--- config.mk ---
export PLATFORM = sky130hd
export DESIGN_NAME = pirq_ctrl
export DESIGN_NICKNAME = d
export VERILOG_FILES = /design/src/rtl/pirq_pkg.sv /design/src/rtl/pirq_src_map.sv /design/src/rtl/pirq_status_bank.sv /design/src/rtl/pirq_enable_reg.sv /design/src/rtl/pirq_ctrl.sv
export SDC_FILE = /design/constraint.sdc
export NUM_CORES = 1
export LEC_CHECK = 0
export BUFFER_PORTS_ARGS = -buffer_cell sky130_fd_sc_hd__clkbuf_2
export CAP_MARGIN = 20
export CORE_MARGIN = 2
export CORE_UTILIZATION = 51
export CTS_BUF_LIST = sky130_fd_sc_hd__clkbuf_8
export CTS_CLUSTER_SIZE = 16
export DETAILED_ROUTE_END_ITERATION = 6
export PLACE_DENSITY_LB_ADDON = 0.15
export SYNTH_ARGS = -nofsm -noshare
export SYNTH_HDL_FRONTEND = slang
export SYNTH_SLANG_ARGS = --single-unit
export TNS_END_PERCENT = 1
--- constraint.sdc ---
create_clock -name clk -period 1.5 [get_ports clk]
set_clock_uncertainty 0.1 [all_clocks]
set_input_delay 0.075 -clock clk [delete_from_list [all_inputs] [get_ports clk]]
set_output_delay 0.075 -clock clk [all_outputs]
set_load 0.02 [all_outputs]
--- src/rtl/pirq_pkg.sv ---
// Package: shared constants and bit-map helpers for the peripheral
// interrupt controller. Assumes a 32-bit register width.
package pirq_pkg;
    localparam int REG_W      = 32;
    localparam int FLAG_W     = 5;
    localparam int MAX_EXT    = 10;
    localparam int U0_LSB     = 11;
    localparam int U1_LSB     = 17;
    localparam int VWR_BIT    = 22;
    localparam int VRD_BIT    = 23;
    localparam int EMULTI_BIT = 30;
    localparam int ESNGL_BIT  = 31;

    localparam logic [1:0] SEL_STATUS = 2'd0;
    localparam logic [1:0] SEL_CAUSE  = 2'd1;
    localparam logic [1:0] SEL_ENABLE = 2'd2;

    // Computes the set of live (non-reserved) bits for a given line count.
    function automatic logic [REG_W-1:0] live_bits(input int n_ext);
        logic [REG_W-1:0] v;
        v = '0;
        for (int k = 0; k < n_ext; k++) v[k] = 1'b1;
        for (int j = 0; j < FLAG_W; j++) begin
            v[U0_LSB+j] = 1'b1;
            v[U1_LSB+j] = 1'b1;
        end
        v[VWR_BIT]    = 1'b1;
        v[VRD_BIT]    = 1'b1;
        v[EMULTI_BIT] = 1'b1;
        v[ESNGL_BIT]  = 1'b1;
        return v;
    endfunction
endpackage

--- src/rtl/pirq_src_map.sv ---
// Module: places each request source on its fixed status bit.
// Assumes N_EXT <= 10; unused positions are driven low.
module pirq_src_map
    import pirq_pkg::*;
#(
    parameter int N_EXT = 10
) (
    input  logic [N_EXT-1:0]  ext_irq,
    input  logic [FLAG_W-1:0] uart0_flags,
    input  logic [FLAG_W-1:0] uart1_flags,
    input  logic              ecc_single,
    input  logic              ecc_multi,
    input  logic              viol_wr,
    input  logic              viol_rd,
    output logic [REG_W-1:0]  req_vec
);
    logic [REG_W-1:0] ext_part;
    logic [REG_W-1:0] dev_part;

    // External lines occupy the bottom bits.
    for (genvar k = 0; k < REG_W; k++) begin : g_ext
        if (k < N_EXT) begin : g_on
            assign ext_part[k] = ext_irq[k];
        end else begin : g_off
            assign ext_part[k] = 1'b0;
        end
    end

    // Device flags placed at their fixed positions.
    always_comb begin
        dev_part = '0;
        dev_part[U0_LSB +: FLAG_W] = uart0_flags;
        dev_part[U1_LSB +: FLAG_W] = uart1_flags;
        dev_part[VWR_BIT]          = viol_wr;
        dev_part[VRD_BIT]          = viol_rd;
        dev_part[EMULTI_BIT]       = ecc_multi;
        dev_part[ESNGL_BIT]        = ecc_single;
    end

    assign req_vec = ext_part | dev_part;
endmodule

--- src/rtl/pirq_status_bank.sv ---
// Module: sticky pending bits. Per bit: set by the source or by a software
// force, cleared by a write-one-to-clear; setting wins over clearing.
// Assumes LIVE marks the bits that exist; the others are tied to zero.
module pirq_status_bank
    import pirq_pkg::*;
#(
    parameter logic [REG_W-1:0] LIVE = '1
) (
    input  logic             clk,
    input  logic             rst_n,
    input  logic [REG_W-1:0] set_vec,
    input  logic [REG_W-1:0] clr_vec,
    output logic [REG_W-1:0] stat_q
);
    for (genvar i = 0; i < REG_W; i++) begin : g_bit
        if (LIVE[i]) begin : g_live
            logic bit_q;
            // Update one pending bit, set taking priority over clear.
            always_ff @(posedge clk) begin
                if (!rst_n)          bit_q <= 1'b0;
                else if (set_vec[i]) bit_q <= 1'b1;
                else if (clr_vec[i]) bit_q <= 1'b0;
            end
            assign stat_q[i] = bit_q;
        end else begin : g_rsv
            assign stat_q[i] = 1'b0;
        end
    end
endmodule

--- src/rtl/pirq_enable_reg.sv ---
// Module: interrupt enable register; only live bits are stored.
// Assumes a single-cycle write strobe.
module pirq_enable_reg
    import pirq_pkg::*;
#(
    parameter logic [REG_W-1:0] LIVE = '1
) (
    input  logic             clk,
    input  logic             rst_n,
    input  logic             wr_en,
    input  logic [REG_W-1:0] wdata,
    output logic [REG_W-1:0] en_q
);
    // Load the enable bits on a write, keeping reserved bits at zero.
    always_ff @(posedge clk) begin
        if (!rst_n)     en_q <= '0;
        else if (wr_en) en_q <= wdata & LIVE;
    end
endmodule

--- src/rtl/pirq_ctrl.sv ---
// Module: top of the masked peripheral interrupt controller. Decodes the
// register bus, holds status and enable, forms cause and the registered
// interrupt output. Assumes a single-cycle bus with combinational read.
module pirq_ctrl
    import pirq_pkg::*;
#(
    parameter int N_EXT = 10
) (
    input  logic              clk,
    input  logic              rst_n,
    input  logic [N_EXT-1:0]  ext_irq,
    input  logic [FLAG_W-1:0] uart0_flags,
    input  logic [FLAG_W-1:0] uart1_flags,
    input  logic              ecc_single,
    input  logic              ecc_multi,
    input  logic              viol_wr,
    input  logic              viol_rd,
    input  logic              bus_wr,
    input  logic [1:0]        bus_addr,
    input  logic [REG_W-1:0]  bus_wdata,
    output logic [REG_W-1:0]  bus_rdata,
    output logic              irq_out
);
    localparam logic [REG_W-1:0] LIVE = live_bits(N_EXT);

    logic [REG_W-1:0] req_vec;
    logic [REG_W-1:0] status_q;
    logic [REG_W-1:0] mask_q;
    logic [REG_W-1:0] cause_vec;
    logic [REG_W-1:0] clr_vec;
    logic [REG_W-1:0] frc_vec;
    logic             en_wr;

    pirq_src_map #(.N_EXT(N_EXT)) u_map (
        .ext_irq     (ext_irq),
        .uart0_flags (uart0_flags),
        .uart1_flags (uart1_flags),
        .ecc_single  (ecc_single),
        .ecc_multi   (ecc_multi),
        .viol_wr     (viol_wr),
        .viol_rd     (viol_rd),
        .req_vec     (req_vec)
    );

    // Decode the bus write into clear, force and enable-load actions.
    always_comb begin
        clr_vec = '0;
        frc_vec = '0;
        en_wr   = 1'b0;
        if (bus_wr) begin
            case (bus_addr)
                SEL_STATUS: clr_vec = bus_wdata;
                SEL_CAUSE:  frc_vec = bus_wdata;
                SEL_ENABLE: en_wr   = 1'b1;
                default:    ;
            endcase
        end
    end

    pirq_status_bank #(.LIVE(LIVE)) u_stat (
        .clk     (clk),
        .rst_n   (rst_n),
        .set_vec (req_vec | frc_vec),
        .clr_vec (clr_vec),
        .stat_q  (status_q)
    );

    pirq_enable_reg #(.LIVE(LIVE)) u_en (
        .clk   (clk),
        .rst_n (rst_n),
        .wr_en (en_wr),
        .wdata (bus_wdata),
        .en_q  (mask_q)
    );

    assign cause_vec = status_q & mask_q;

    // Select the register seen on the read bus.
    always_comb begin
        case (bus_addr)
            SEL_STATUS: bus_rdata = status_q;
            SEL_CAUSE:  bus_rdata = cause_vec;
            SEL_ENABLE: bus_rdata = mask_q;
            default:    bus_rdata = '0;
        endcase
    end

    // Register the OR of all enabled pending bits as the interrupt.
    always_ff @(posedge clk) begin
        if (!rst_n) irq_out <= 1'b0;
        else        irq_out <= |cause_vec;
    end
endmodule

==> out/metrics.cfg, run 1 <==
[status]
status=completed

[sta]
slew-limit-headroom_pct=62.39
period_needed_ps=1427
layout_setup_ws_ps=73.06
layout_worst_path_cycle_share_pct=95.13
hold_ws_ps=125.8
slew_violations=0
rsz0062_at_grt=false
timing.setup.tns_ps=0
max_freq_ghz=0.7008
tightest_slew_ps=561.2
setup-violations-final=0
hold_viol=0

[drt]
wl_met3_um=363
route.met2.wl_um=3877
postRouteAntennaNets=0
totalWireLength_um=7547
route.vias.total=2736
firstDrtPassIters=5
wl_per_cell_um=14.38
drc=0
drt_iter0_markers=199
top_layer=met4
via_per_inst=5.211
wl_met1_um=3248

[power]
ir_drop_mv=0.4517
p_int_uw=2131
p_sw_share_pct=27.72
p_per_area_mw_per_mm2=784.6
power.share.clock_pct=28.9
pwr-share-comb_pct=22.2
p_switching_uw=817.6
leakagePower_uw=0.001737
p_seq_share_pct=48.9

[logic_synthesis]
ys_seq_area_share_pct=37.37
yosysWarnings=0
synthCells=321
synth.cell_area_mm2=0.002625
synth.distinct_cells=26
ys_ff_latch=49
syn_area_per_cell_um2=8.178

[die]
die_w_um=75.75
core.rowCount=26
io_pins=94
initial_core_util_pct=52.06
die_y_um=75.75
dieArea_mm2=0.005737
coreArea_mm2=0.005042

[cells_and_area]
nets=515
diodes=0
final_cell_mix=clkbuf_2, dlygate4sd3_1, nand2_1, dfxtp_1, a21boi_1
final_layout_size_suffix_gt1_share_pct=21.54
area_delta_synth_final_pct=43.18
layout.cells.most_common=clkbuf_2

[worst_setup_path]
worstPathMaxFanout=4
cp_slowest_stage_delay_ps=430
worstSetupPathType=reg -> out
worst_path_max_delay_cell=dfxtp_1
cp-start-kind=flip-flop
crit_chain=a21oi_1 -> o21ai_0 -> clkbuf_2
worstPathArrival_ps=1250
cp-end-kind=output port
cp.required_ps=1320

[global_route]
antenna_found_initial=0
grt_max_degree=50
grt_usage_pct=26.68
overflow=0
grt_pass1_wl_um=11550
grt_pass1_vias=2606

[clock_tree]
cts.path.max_buffers=2
htree_levels=2
cts_tree=yes
post_cts_resized=0
cts-buffers-inserted=5
cts-root-buf=clkbuf_8
insertion_delay_ps=300
cts.clk_slew.worst_paths_ps=90
cts.sinks=49

[place]
dp_slack_ps=165.4
port_buffers=77
globalplace.congestion=0.7672
hpwl_um=4454

[flow_run]
maxCapViolCount=0

[worst_hold_path]
hp-class=in -> reg

## cells in the mapped netlist (all sizes together)
master	n	area [um2]
a21boi	48	360.4
a21o	11	82.58
a21oi	25	125.1
a22o	11	96.34
a22oi	12	90.09
a32o	12	120.1
and3b	2	18.77
buf	22	175.2
clkbuf	8	30.03
conb	1	3.750
dfxtp	49	980.9
inv	26	97.59
nand2	49	183.9
nand2b	12	75.07
nand3b	1	11.26
nand4	3	18.77
nor2	1	3.750
nor2b	1	6.260
o21ai	25	125.1
o31a	1	8.760
or3b	1	11.26
## power groups by stage
stage	Combinational (uW)	Clock [uW]	Sequential, uW
after floorplan	345	0	1450
after detailed placement	512	0	1470
after global placement	501	0	1470
after global routing	718	910	1450
after CTS	645	861	1440
final	655	854	1440
## per-stage QoR
| step | area [um2] | power, uW | cells | utilization, % |
|---|---|---|---|---|
| floorplan | 2651 | 1799 | 328 | - |
| global placement | 3027 | 1966 | 454 | 60.02 |
| detailed placement | 3027 | 1980 | 454 | 60.02 |
| CTS | 3759 | 2944 | 525 | 74.54 |
| global route | 3759 | 3076 | 525 | 74.54 |
| finish | 3759 | 2949 | 525 | 74.54 |
## kinds of logic (layout without fill, tap and decap cells)
| logic type | count (synthesis) | in the layout | share of synthesized area [%] |
|---|---|---|---|
| AND/OR/NAND/NOR | 70 | 70 | 12.54 |
| other | 1 | 8 | 0.1429 |
| AO/OA/AOI/OAI | 145 | 145 | 38.42 |
| buffers and inverters | 56 | 183 | 11.53 |
| flip-flops | 49 | 49 | 37.37 |
## worst max-delay path: cells and delay by family (launching register included)
kind / cells / cell delay, ps
flops: 1 / 430
compound gates: 2 / 310
buf+inv: 1 / 210
## worst paths after layout
path,start,to,slack [ps],cells after the start
min,rst_n,irq_out$_SDFF_PN0_,130,3
max,u_stat.g_bit[30].g_live.bit_q$_SDFFE_PN0P_,bus_rdata[30],70,3
min reg2reg,u_en.en_q[5]$_SDFFE_PN0P_,u_en.en_q[5]$_SDFFE_PN0P_,380,2
max reg2reg,u_stat.g_bit[20].g_live.bit_q$_SDFFE_PN0P_,irq_out$_SDFF_PN0_,280,3
## layout make-up
class	count	area (um2)
flip-flops and latches	49	980.9
repair buffers	149	1121
inverters	26	97.59
clock inverters	1	5.005
fillers	395	1284
clock buffers	7	96.34
well taps	70	87.58
multi-input cells	223	1370
## state kept, by name, summed over array words and instances (netlist names)
signal,count
irq_out,1
u_en.en_q,24
u_stat.g_bit.g_live.bit_q,24
## repair_timing
item                                    4_1_cts  5_1_grt
endpoints found under the hold margin        48        0
endpoints found under the setup margin        0        0
buffers inserted                              0        0
hold buffers                                 63        0
## routing by layer
metal | GRT usage (%) | vias up
li1 | - | 1376
met1 | 31.38 | 1258
met2 | 49.33 | 96
met3 | 4.630 | 6
met4 | 7.407 | 0
met5 | 0 | -
Note: power is estimated with default switching activity, not from simulation.
==> run 2: changes to the inputs <==
--- a/config.mk
+++ b/config.mk
@@ -8,12 +8,12 @@
 export BUFFER_PORTS_ARGS = -buffer_cell sky130_fd_sc_hd__clkbuf_2
 export CAP_MARGIN = 20
 export CORE_MARGIN = 2
-export CORE_UTILIZATION = 51
-export CTS_BUF_LIST = sky130_fd_sc_hd__clkbuf_8
+export CORE_UTILIZATION = 45
+export CTS_BUF_LIST = sky130_fd_sc_hd__clkbuf_4 sky130_fd_sc_hd__clkbuf_8
 export CTS_CLUSTER_SIZE = 16
 export DETAILED_ROUTE_END_ITERATION = 6
 export PLACE_DENSITY_LB_ADDON = 0.15
 export SYNTH_ARGS = -nofsm -noshare
 export SYNTH_HDL_FRONTEND = slang
 export SYNTH_SLANG_ARGS = --single-unit
-export TNS_END_PERCENT = 1
+export TNS_END_PERCENT = 100
==> out/metrics.cfg, run 2 (synthesis gave the netlist of run 1 again) <==
[status]
status=completed

[clock_tree]
cts.sinks=49
cts.clk_slew.worst_paths_ps=90
post_cts_resized=0
cts_tree=yes
cts-buffers-inserted=5
cts.path.max_buffers=2
htree_levels=2
insertion_delay_ps=300
cts-root-buf=clkbuf_8

[sta]
hold_ws_ps=117.0
slew_violations=0
timing.setup.tns_ps=0
max_freq_ghz=0.7050
setup-violations-final=0
rsz0062_at_grt=false
hold_viol=0
layout_worst_path_cycle_share_pct=94.56
period_needed_ps=1418

[place]
placed_cells=460
globalplace.congestion=0.7651
hpwl_um=4799
port_buffers=77

[cells_and_area]
instances_no_fill=531
top_regs=u_en.en_q: 24 flops, u_stat.g_bit.g_live.bit_q: 24 flops, irq_out: 1 flops
nFillCells=486
layout.cells.most_common=clkbuf_2
nets=519
diodes=0
final_layout_size_suffix_gt1_share_pct=22.22
final_cell_mix=clkbuf_2, dlygate4sd3_1, nand2_1, dfxtp_1, a21boi_1
area_delta_synth_final_pct=43.37

[global_route]
antenna_found_initial=0
grt_pass1_wl_um=12380
grt_pass1_vias=2650
grt_max_degree=50
grt_usage_pct=24.39
overflow=0

[worst_setup_path]
cp-end-kind=flip-flop
cp-start-kind=input pin
crit_chain=dlygate4sd3_1 -> clkbuf_2 -> a21oi_1 -> dlygate4sd3_1 -> a21boi_1
worst_path_max_delay_cell=dlygate4sd3_1
worstSetupPathType=in -> reg
cpMostUsedCell=dlygate4sd3_1
cp.required_ps=1580
cp_slowest_stage_delay_ps=570
worstPathArrival_ps=1500
worstPathMaxFanout=3

[die]
coreArea_mm2=0.005574
die_y_um=80.38
initial_core_util_pct=47.09
io_pins=94
core.rowCount=27
die_w_um=80.38
dieArea_mm2=0.006460

[drt]
drc=0
wl_per_cell_um=14.22
route.vias.total=2745
firstDrtPassIters=4
postRouteAntennaNets=0
drt_iter0_markers=172
totalWireLength_um=7549
via_per_inst=5.169

[power]
leakagePower_uw=0.001746
ir_drop_mv=0.4988
p_per_area_mw_per_mm2=762.9

[worst_hold_path]
hp-class=in -> reg

[flow_run]
maxCapViolCount=0

==> run 2: final cells by class <==
| class | instances | area [um2] | share of cell area [%] |
|---|---|---|---|
| sequential | 49 | 980.9 | 26.06 |
| inverter | 26 | 97.59 | 2.593 |
| multi-input combinational | 223 | 1370 | 36.40 |
| clock buffer | 6 | 76.32 | 2.028 |
| timing repair buffer | 153 | 1139 | 30.25 |
| tap | 72 | 90.09 | 2.394 |
| clock inverter | 2 | 10.01 | 0.2660 |
==> run 2: worst paths after layout <==
check | cells after the start | to | slack (ps) | startpoint
hold / removal | 3 | irq_out$_SDFF_PN0_ | 120 | rst_n
hold reg to reg | 2 | u_en.en_q[30]$_SDFFE_PN0P_ | 380 | u_en.en_q[30]$_SDFFE_PN0P_
setup reg to reg | 3 | irq_out$_SDFF_PN0_ | 280 | u_stat.g_bit[18].g_live.bit_q$_SDFFE_PN0P_
setup / recovery | 5 | u_stat.g_bit[13].g_live.bit_q$_SDFFE_PN0P_ | 80 | bus_wdata[13]
==> run 2: layer usage <==
| layer | wire length (um) | global-route usage, % | part of all wire [%] | up-vias |
|---|---|---|---|---|
| li1 | - | - | - | 1384 |
| met1 | 3475 | 31.21 | 46 | 1283 |
| met2 | 3706 | 43.08 | 49 | 74 |
| met3 | 319 | 3.820 | 4.2 | 4 |
| met4 | 47 | 5.254 | 0.62 | 0 |
| met5 | 0 | 0 | 0 | - |
==> run 2: power by group <==
group | internal, uW | leakage, uW | switching (uW) | total (uW)
clock network | 342 | 0.0000484 | 432 | 774
logic | 341 | 0.00129 | 316 | 657
registers | 1370 | 0.000405 | 65.0 | 1440
==> run 2: what timing repair did <==
action	CTS	global route
endpoints found under the hold margin	48	0
hold buffers	63	0
setup buffers	0	0
==> run 2: critical path, delay by kind of cell <==
| kind | cells | cell delay [ps] |
|---|---|---|
| AO/OA/AOI/OAI | 2 | 190 |
| buffers and inverters | 3 | 1230 |
==> run 2: metrics by stage <==
step / util (%) / worst slack (ps) / area, um2 / total power, uW
final: 67.52 / 81.56 / 3764 / 2871
after floorplan: - / 356.0 / 2651 / 1799
after CTS: 67.52 / 111.5 / 3764 / 2888
after detailed placement: 54.66 / 172.7 / 3047 / 1986
after global placement: 54.66 / 222.5 / 3047 / 1974
after global routing: 67.52 / 40.56 / 3764 / 3023
